### config.mk
export PLATFORM = sky130hd
export DESIGN_NAME = supply_seq
export DESIGN_NICKNAME = d
export VERILOG_FILES = /design/src/rtl/supply_seq_pkg.sv /design/src/rtl/seq_tick_timer.sv /design/src/rtl/seq_fault_qual.sv /design/src/rtl/seq_ctrl_fsm.sv /design/src/rtl/supply_seq.sv
export SDC_FILE = /design/constraint.sdc
export NUM_CORES = 1
export LEC_CHECK = 0
export BUFFER_PORTS_ARGS = -buffer_cell sky130_fd_sc_hd__buf_2
export CORE_AREA = 2 2 83 85
export DETAILED_ROUTE_END_ITERATION = 10
export DIE_AREA = 0 0 85 87
export SLEW_MARGIN = 10
export SYNTH_ARGS = -nofsm -noshare
export SYNTH_HDL_FRONTEND = slang
export SYNTH_SLANG_ARGS = --single-unit
### constraint.sdc
create_clock -name clk -period 3.4 [get_ports clk]
set_clock_uncertainty 0.1 [all_clocks]
set_input_delay 0.68 -clock clk [delete_from_list [all_inputs] [get_ports clk]]
set_output_delay 0.68 -clock clk [all_outputs]
set_load 0.02 [all_outputs]
### src/rtl/supply_seq_pkg.sv
package supply_seq_pkg;
  typedef enum logic [1:0] {
    ST_OFF   = 2'd0,
    ST_START = 2'd1,
    ST_RUN   = 2'd2,
    ST_FAULT = 2'd3
  } seq_state_t;

  typedef enum logic [1:0] {
    CS_NONE = 2'd0,
    CS_POS  = 2'd1,
    CS_NEG  = 2'd2,
    CS_OT   = 2'd3
  } seq_cause_t;

  localparam int unsigned NUM_RAIL_FLAGS = 2;
  localparam int unsigned FLAG_POS = 0;
  localparam int unsigned FLAG_NEG = 1;
endpackage

### src/rtl/seq_tick_timer.sv
module seq_tick_timer #(
  parameter int unsigned LIMIT = 10
) (
  input  logic clk,
  input  logic rst,
  input  logic run,
  input  logic tick,
  output logic hit
);
  localparam int unsigned W = (LIMIT > 1) ? $clog2(LIMIT) : 1;
  localparam logic [W-1:0] LAST = W'(LIMIT - 1);

  logic [W-1:0] cnt_q;

  assign hit = run && tick && (cnt_q == LAST);

  always_ff @(posedge clk) begin
    if (rst || !run) begin
      cnt_q <= '0;
    end else if (tick) begin
      if (hit) cnt_q <= '0;
      else     cnt_q <= cnt_q + 1'b1;
    end
  end
endmodule

### src/rtl/seq_fault_qual.sv
module seq_fault_qual
  import supply_seq_pkg::*;
#(
  parameter int unsigned QUAL_TICKS = 3000
) (
  input  logic                      clk,
  input  logic                      rst,
  input  logic                      armed,
  input  logic                      tick,
  input  logic [NUM_RAIL_FLAGS-1:0] flags,
  output logic [NUM_RAIL_FLAGS-1:0] trip
);
  for (genvar g = 0; g < NUM_RAIL_FLAGS; g++) begin : g_qual
    seq_tick_timer #(.LIMIT(QUAL_TICKS)) u_tmr (
      .clk  (clk),
      .rst  (rst),
      .run  (armed && flags[g]),
      .tick (tick),
      .hit  (trip[g])
    );
  end
endmodule

### src/rtl/seq_ctrl_fsm.sv
module seq_ctrl_fsm
  import supply_seq_pkg::*;
(
  input  logic                      clk,
  input  logic                      rst,
  input  logic                      en,
  input  logic                      uvlo,
  input  logic                      ot,
  input  logic                      aux_req,
  input  logic                      start_done,
  input  logic [NUM_RAIL_FLAGS-1:0] rail_trip,
  output seq_state_t                state_q,
  output seq_cause_t                cause_q,
  output logic                      pos_en_q,
  output logic                      softstart_q,
  output logic                      neg_en_q,
  output logic                      connect_q,
  output logic                      discharge_q,
  output logic                      aux_en_q
);
  seq_state_t nxt;
  seq_cause_t nxt_cause;

  always_comb begin
    nxt       = state_q;
    nxt_cause = cause_q;
    if (uvlo) begin
      nxt = ST_OFF;
    end else begin
      unique case (state_q)
        ST_OFF: if (en) nxt = ST_START;
        ST_START: begin
          if (!en) nxt = ST_OFF;
          else if (ot) begin
            nxt = ST_FAULT; nxt_cause = CS_OT;
          end else if (start_done) nxt = ST_RUN;
        end
        ST_RUN: begin
          if (!en) nxt = ST_OFF;
          else if (ot) begin
            nxt = ST_FAULT; nxt_cause = CS_OT;
          end else if (rail_trip[FLAG_POS]) begin
            nxt = ST_FAULT; nxt_cause = CS_POS;
          end else if (rail_trip[FLAG_NEG]) begin
            nxt = ST_FAULT; nxt_cause = CS_NEG;
          end
        end
        ST_FAULT: if (!en) nxt = ST_OFF;
        default: nxt = ST_OFF;
      endcase
    end
    if (nxt != ST_FAULT) nxt_cause = CS_NONE;
  end

  always_ff @(posedge clk) begin
    if (rst) begin
      state_q     <= ST_OFF;
      cause_q     <= CS_NONE;
      pos_en_q    <= 1'b0;
      softstart_q <= 1'b0;
      neg_en_q    <= 1'b0;
      connect_q   <= 1'b0;
      discharge_q <= 1'b1;
      aux_en_q    <= 1'b0;
    end else begin
      state_q     <= nxt;
      cause_q     <= nxt_cause;
      pos_en_q    <= (nxt == ST_START) || (nxt == ST_RUN);
      softstart_q <= (nxt == ST_START);
      neg_en_q    <= (nxt == ST_RUN);
      connect_q   <= (nxt == ST_START) || (nxt == ST_RUN);
      discharge_q <= (nxt == ST_OFF) || (nxt == ST_FAULT);
      aux_en_q    <= aux_req && !uvlo && (nxt_cause != CS_OT);
    end
  end
endmodule

### src/rtl/supply_seq.sv
module supply_seq
  import supply_seq_pkg::*;
#(
  parameter int unsigned START_TICKS = 10000,
  parameter int unsigned FAULT_TICKS = 3000
) (
  input  logic       clk,
  input  logic       rst,
  input  logic       tick_i,
  input  logic       ctrl_en_i,
  input  logic       uvlo_i,
  input  logic       aux_req_i,
  input  logic       pos_low_i,
  input  logic       neg_high_i,
  input  logic       ot_i,
  output logic       pos_en_o,
  output logic       pos_softstart_o,
  output logic       neg_en_o,
  output logic       aux_en_o,
  output logic       rail_connect_o,
  output logic       discharge_o,
  output logic [1:0] state_o,
  output logic [1:0] cause_o
);
  seq_state_t                st;
  seq_cause_t                cs;
  logic                      start_done;
  logic [NUM_RAIL_FLAGS-1:0] rail_flags;
  logic [NUM_RAIL_FLAGS-1:0] rail_trip;

  assign rail_flags[FLAG_POS] = pos_low_i;
  assign rail_flags[FLAG_NEG] = neg_high_i;

  seq_tick_timer #(.LIMIT(START_TICKS)) u_start_dly (
    .clk  (clk),
    .rst  (rst),
    .run  (st == ST_START),
    .tick (tick_i),
    .hit  (start_done)
  );

  seq_fault_qual #(.QUAL_TICKS(FAULT_TICKS)) u_qual (
    .clk   (clk),
    .rst   (rst),
    .armed (st == ST_RUN),
    .tick  (tick_i),
    .flags (rail_flags),
    .trip  (rail_trip)
  );

  seq_ctrl_fsm u_fsm (
    .clk         (clk),
    .rst         (rst),
    .en          (ctrl_en_i),
    .uvlo        (uvlo_i),
    .ot          (ot_i),
    .aux_req     (aux_req_i),
    .start_done  (start_done),
    .rail_trip   (rail_trip),
    .state_q     (st),
    .cause_q     (cs),
    .pos_en_q    (pos_en_o),
    .softstart_q (pos_softstart_o),
    .neg_en_q    (neg_en_o),
    .connect_q   (rail_connect_o),
    .discharge_q (discharge_o),
    .aux_en_q    (aux_en_o)
  );

  assign state_o = st;
  assign cause_o = cs;
endmodule

==> results.cfg <==
[clock_network]
clock-root-buffer = clkbuf_8
clockBufferDepth = 2
clkTransAtPathRegs_ns = 0.08
cts_sinks = 47
htreeDepth = 2
clk_latency_ns = 0.30
cts-resized-gates = 0
holdBufCountCts = 0
post_cts_buffers = 0
cts-buffers-inserted = 5
cts_tree = built

[detailed_routing]
wl_mm = 4.31
drt-wirelength-per-cell_um = 12.1
antenna_left = 0
drt_iter0_markers = 81
vias = 1731
dr.pass1.iters = 4
drcViolationCount = 0
vias_per_cell = 4.86

[floorplanning]
start_util_pct = 34.1
rows = 30
core-area_sq_um = 6570
die_area_sq_um = 7400
die_w_um = 85
die_y_um = 87
ios = 19

[worst_setup_path]
crit_path_top_delay_cell = or4_4
crit_buf_inv = 1
timing.rr.end = u_fsm.aux_en_q$_SDFF_PP0_
crit_top_cell = ha_1
r2r_cells = 11
crit_fanout = 8
cp.arrival_ns = 3.09
critical_path.cell_chain = ha_1 > nand4_1 > or4_4 > o21a_1 > o31ai_4 > inv_1 > ha_1 > and3_1 > o211ai_1 > nand3_1 > a21oi_1
reg2reg_from = u_fsm.state_q[0]$_SDFF_PP0_
setup.worst_path.start_class = flip-flop
cp_top_family = simple AND/OR/NAND/NOR gates
worst-setup-path-type = reg2reg
slowest_delay_ns = 0.54
crit_path_end_kind = flip-flop
reg2reg_slack_ns = 0.44
crit_required_ns = 3.53

[power_and_ir_drop]
p_per_area_nw_per_um2 = 397
max-vdd-ir-drop_uv = 230
switching_share_pct = 21.6
power_frac_clock_pct = 40.1
p_leak_uw = 0.000901
seqPwrFrac_pct = 55.4
power_frac_comb_pct = 4.5
p_int_uw = 786
total_power_uw = 1000
p_switching_uw = 216

[global_routing]
grt_pass1_wl_mm = 7.54
grt_max_degree = 15
grt_usage_pct = 12.4
antenna_found_initial = 0
first_global_vias = 1665
gr-total-overflow = 0

[final_layout]
areaGrowthSynthToFinish_pct = 12.6
stdcell_area_sq_um = 2520
layout_commonest_cell = nor2_1
nFillCells = 651
drive_above_1_share_pct = 11.6
fin_nets = 295
final_cell_mix = nor2_1 (52), dfxtp_1 (47), xor2_1 (19)
antennaDiodeCount = 0
multiInputGateArea_sq_um = 1240
regArea_sq_um = 941

[worst_hold_path]
worstHoldStart = u_qual.g_qual[1].u_tmr.cnt_q[11]$_SDFFE_PP0P_
hold_path_end = u_qual.g_qual[1].u_tmr.cnt_q[11]$_SDFFE_PP0P_
hold_depth = 2
hold_class = reg2reg

[synth]
ys_seq_area_share_pct = 42.0
dominantRegCellSynth = dfxtp_1
synth.largest_area_cell = dfxtp_1
syn_avg_cell_area_sq_um = 8.75
synth_top_area_share_pct = 42.0
syn_nets = 275
syn_area_sq_um = 2240
syn_inst = 256
async_flop_share_pct = 0
synth_area_leaders = dfxtp_1 (42%), nor2_1 (8.7%), xor2_1 (7.4%)
ys_warn_count = 0
ys_ff_latch = 47
synth_cell_types = 41
synth_edf_count = 0

[timing]
setup_tns_ns = 0
tightest_slew_ns = 0.508
setup_viol = 0
timing.hold.ws_ns = 0.424
slew_viol_final = 0
hold_viol = 0
period_share_pct = 87.0
fin_crit_ns = 2.96
grt_setup_unrepaired = false
relSlewSlack_pct = 66.1
fmax_mhz = 338

[placement]
gp_congestion = 0.775
dpl.hpwl_mm = 3.14
port_buffers = 18
dpl_cell_area_sq_um = 2420

[outcome]
status = complete, no violations

[run]
max-cap-violations = 0
==> worst max path at each step <==
stage / slack [ns] / cells after the start / endpoint / start
after CTS: 0.44 / 11 / u_fsm.aux_en_q$_SDFF_PP0_ / u_fsm.state_q[0]$_SDFF_PP0_
after floorplan: 0.44 / 11 / u_fsm.aux_en_q$_SDFF_PP0_ / tick_i
after global routing: 0.25 / 11 / u_fsm.aux_en_q$_SDFF_PP0_ / u_fsm.state_q[0]$_SDFF_PP0_
final: 0.44 / 11 / u_fsm.aux_en_q$_SDFF_PP0_ / u_fsm.state_q[0]$_SDFF_PP0_
after global placement: 0.34 / 10 / u_fsm.aux_en_q$_SDFF_PP0_ / pos_low_i
after detailed placement: 0.26 / 10 / u_fsm.aux_en_q$_SDFF_PP0_ / pos_low_i
==> state kept, by name (all words and copies together), names as in the netlist <==
signal / count
u_qual.g_qual.u_tmr.cnt_q: 24
u_fsm.discharge_q: 1
u_fsm.softstart_q: 1
u_fsm.cause_q: 2
u_start_dly.cnt_q: 14
u_fsm.connect_q: 1
u_fsm.neg_en_q: 1
u_fsm.aux_en_q: 1
u_fsm.state_q: 2
==> cell families (layout without fill, tap and decap cells) <==
group / Yosys count / after routing / share of synthesized area [%]
AOI/OAI and AO/OA: 19 / 19 / 6.59
muxes: 3 / 3 / 1.34
xor gates and xnor gates: 35 / 35 / 13.7
buffers and inverters: 15 / 35 / 2.79
DFF: 47 / 47 / 42.0
and+or+nand+nor: 127 / 127 / 28.0
adders and majority gates: 10 / 10 / 5.59
==> layer usage <==
layer | up-vias | global-route usage (%) | routed length [um] | share of wire (%)
met3 | 4 | 2.84 | 121 | 2.8
met2 | 22 | 21.4 | 2080 | 48
met4 | 0 | 3.90 | 42 | 0.97
met1 | 801 | 15.5 | 2070 | 48
li1 | 904 | - | - | -
met5 | - | 0 | 0 | 0
==> tightest hold or removal path, cell delays in order, from the launching register on <==
cell     delay [ns]
dfxtp_1        0.35
xor2_1         0.07
nor2_1         0.07
==> stage by stage <==
step | worst slack (ns) | instances | utilization, %
after floorplan | 0.444 | 256 | -
after global placement | 0.345 | 349 | 36.8
after detailed placement | 0.255 | 349 | 36.8
after CTS | 0.442 | 356 | 38.4
after global routing | 0.251 | 356 | 38.4
final | 0.440 | 356 | 38.4
==> final cells by class <==
type,count,area share (%)
multi-input cells,194,49.0
flip-flops and latches,47,37.3
repair buffers,21,4.46
well taps,80,3.97
clock buffers,5,2.73
clock inverters,2,1.49
inverters,7,1.04
==> synth_stat cells, drive strengths merged, types with 4 or more instances <==
cell     n
ha      10
nor2    52
dfxtp   47
nand2b   4
nand2   15
nand4   10
nor3     5
inv      7
xnor2   16
and3     7
xor2    19
nor2b    4
clkbuf   5
nand3   14
==> power by group through the flow <==
stage	Combinational, uW	Clock [uW]	Sequential [uW]
after detailed placement	45.9	0	568
after CTS	46.3	415	555
final	45.6	401	555
after global routing	50.4	431	556
after floorplan	26.4	0	571
after global placement	45.6	0	568
(Power assumes the default switching activity.)
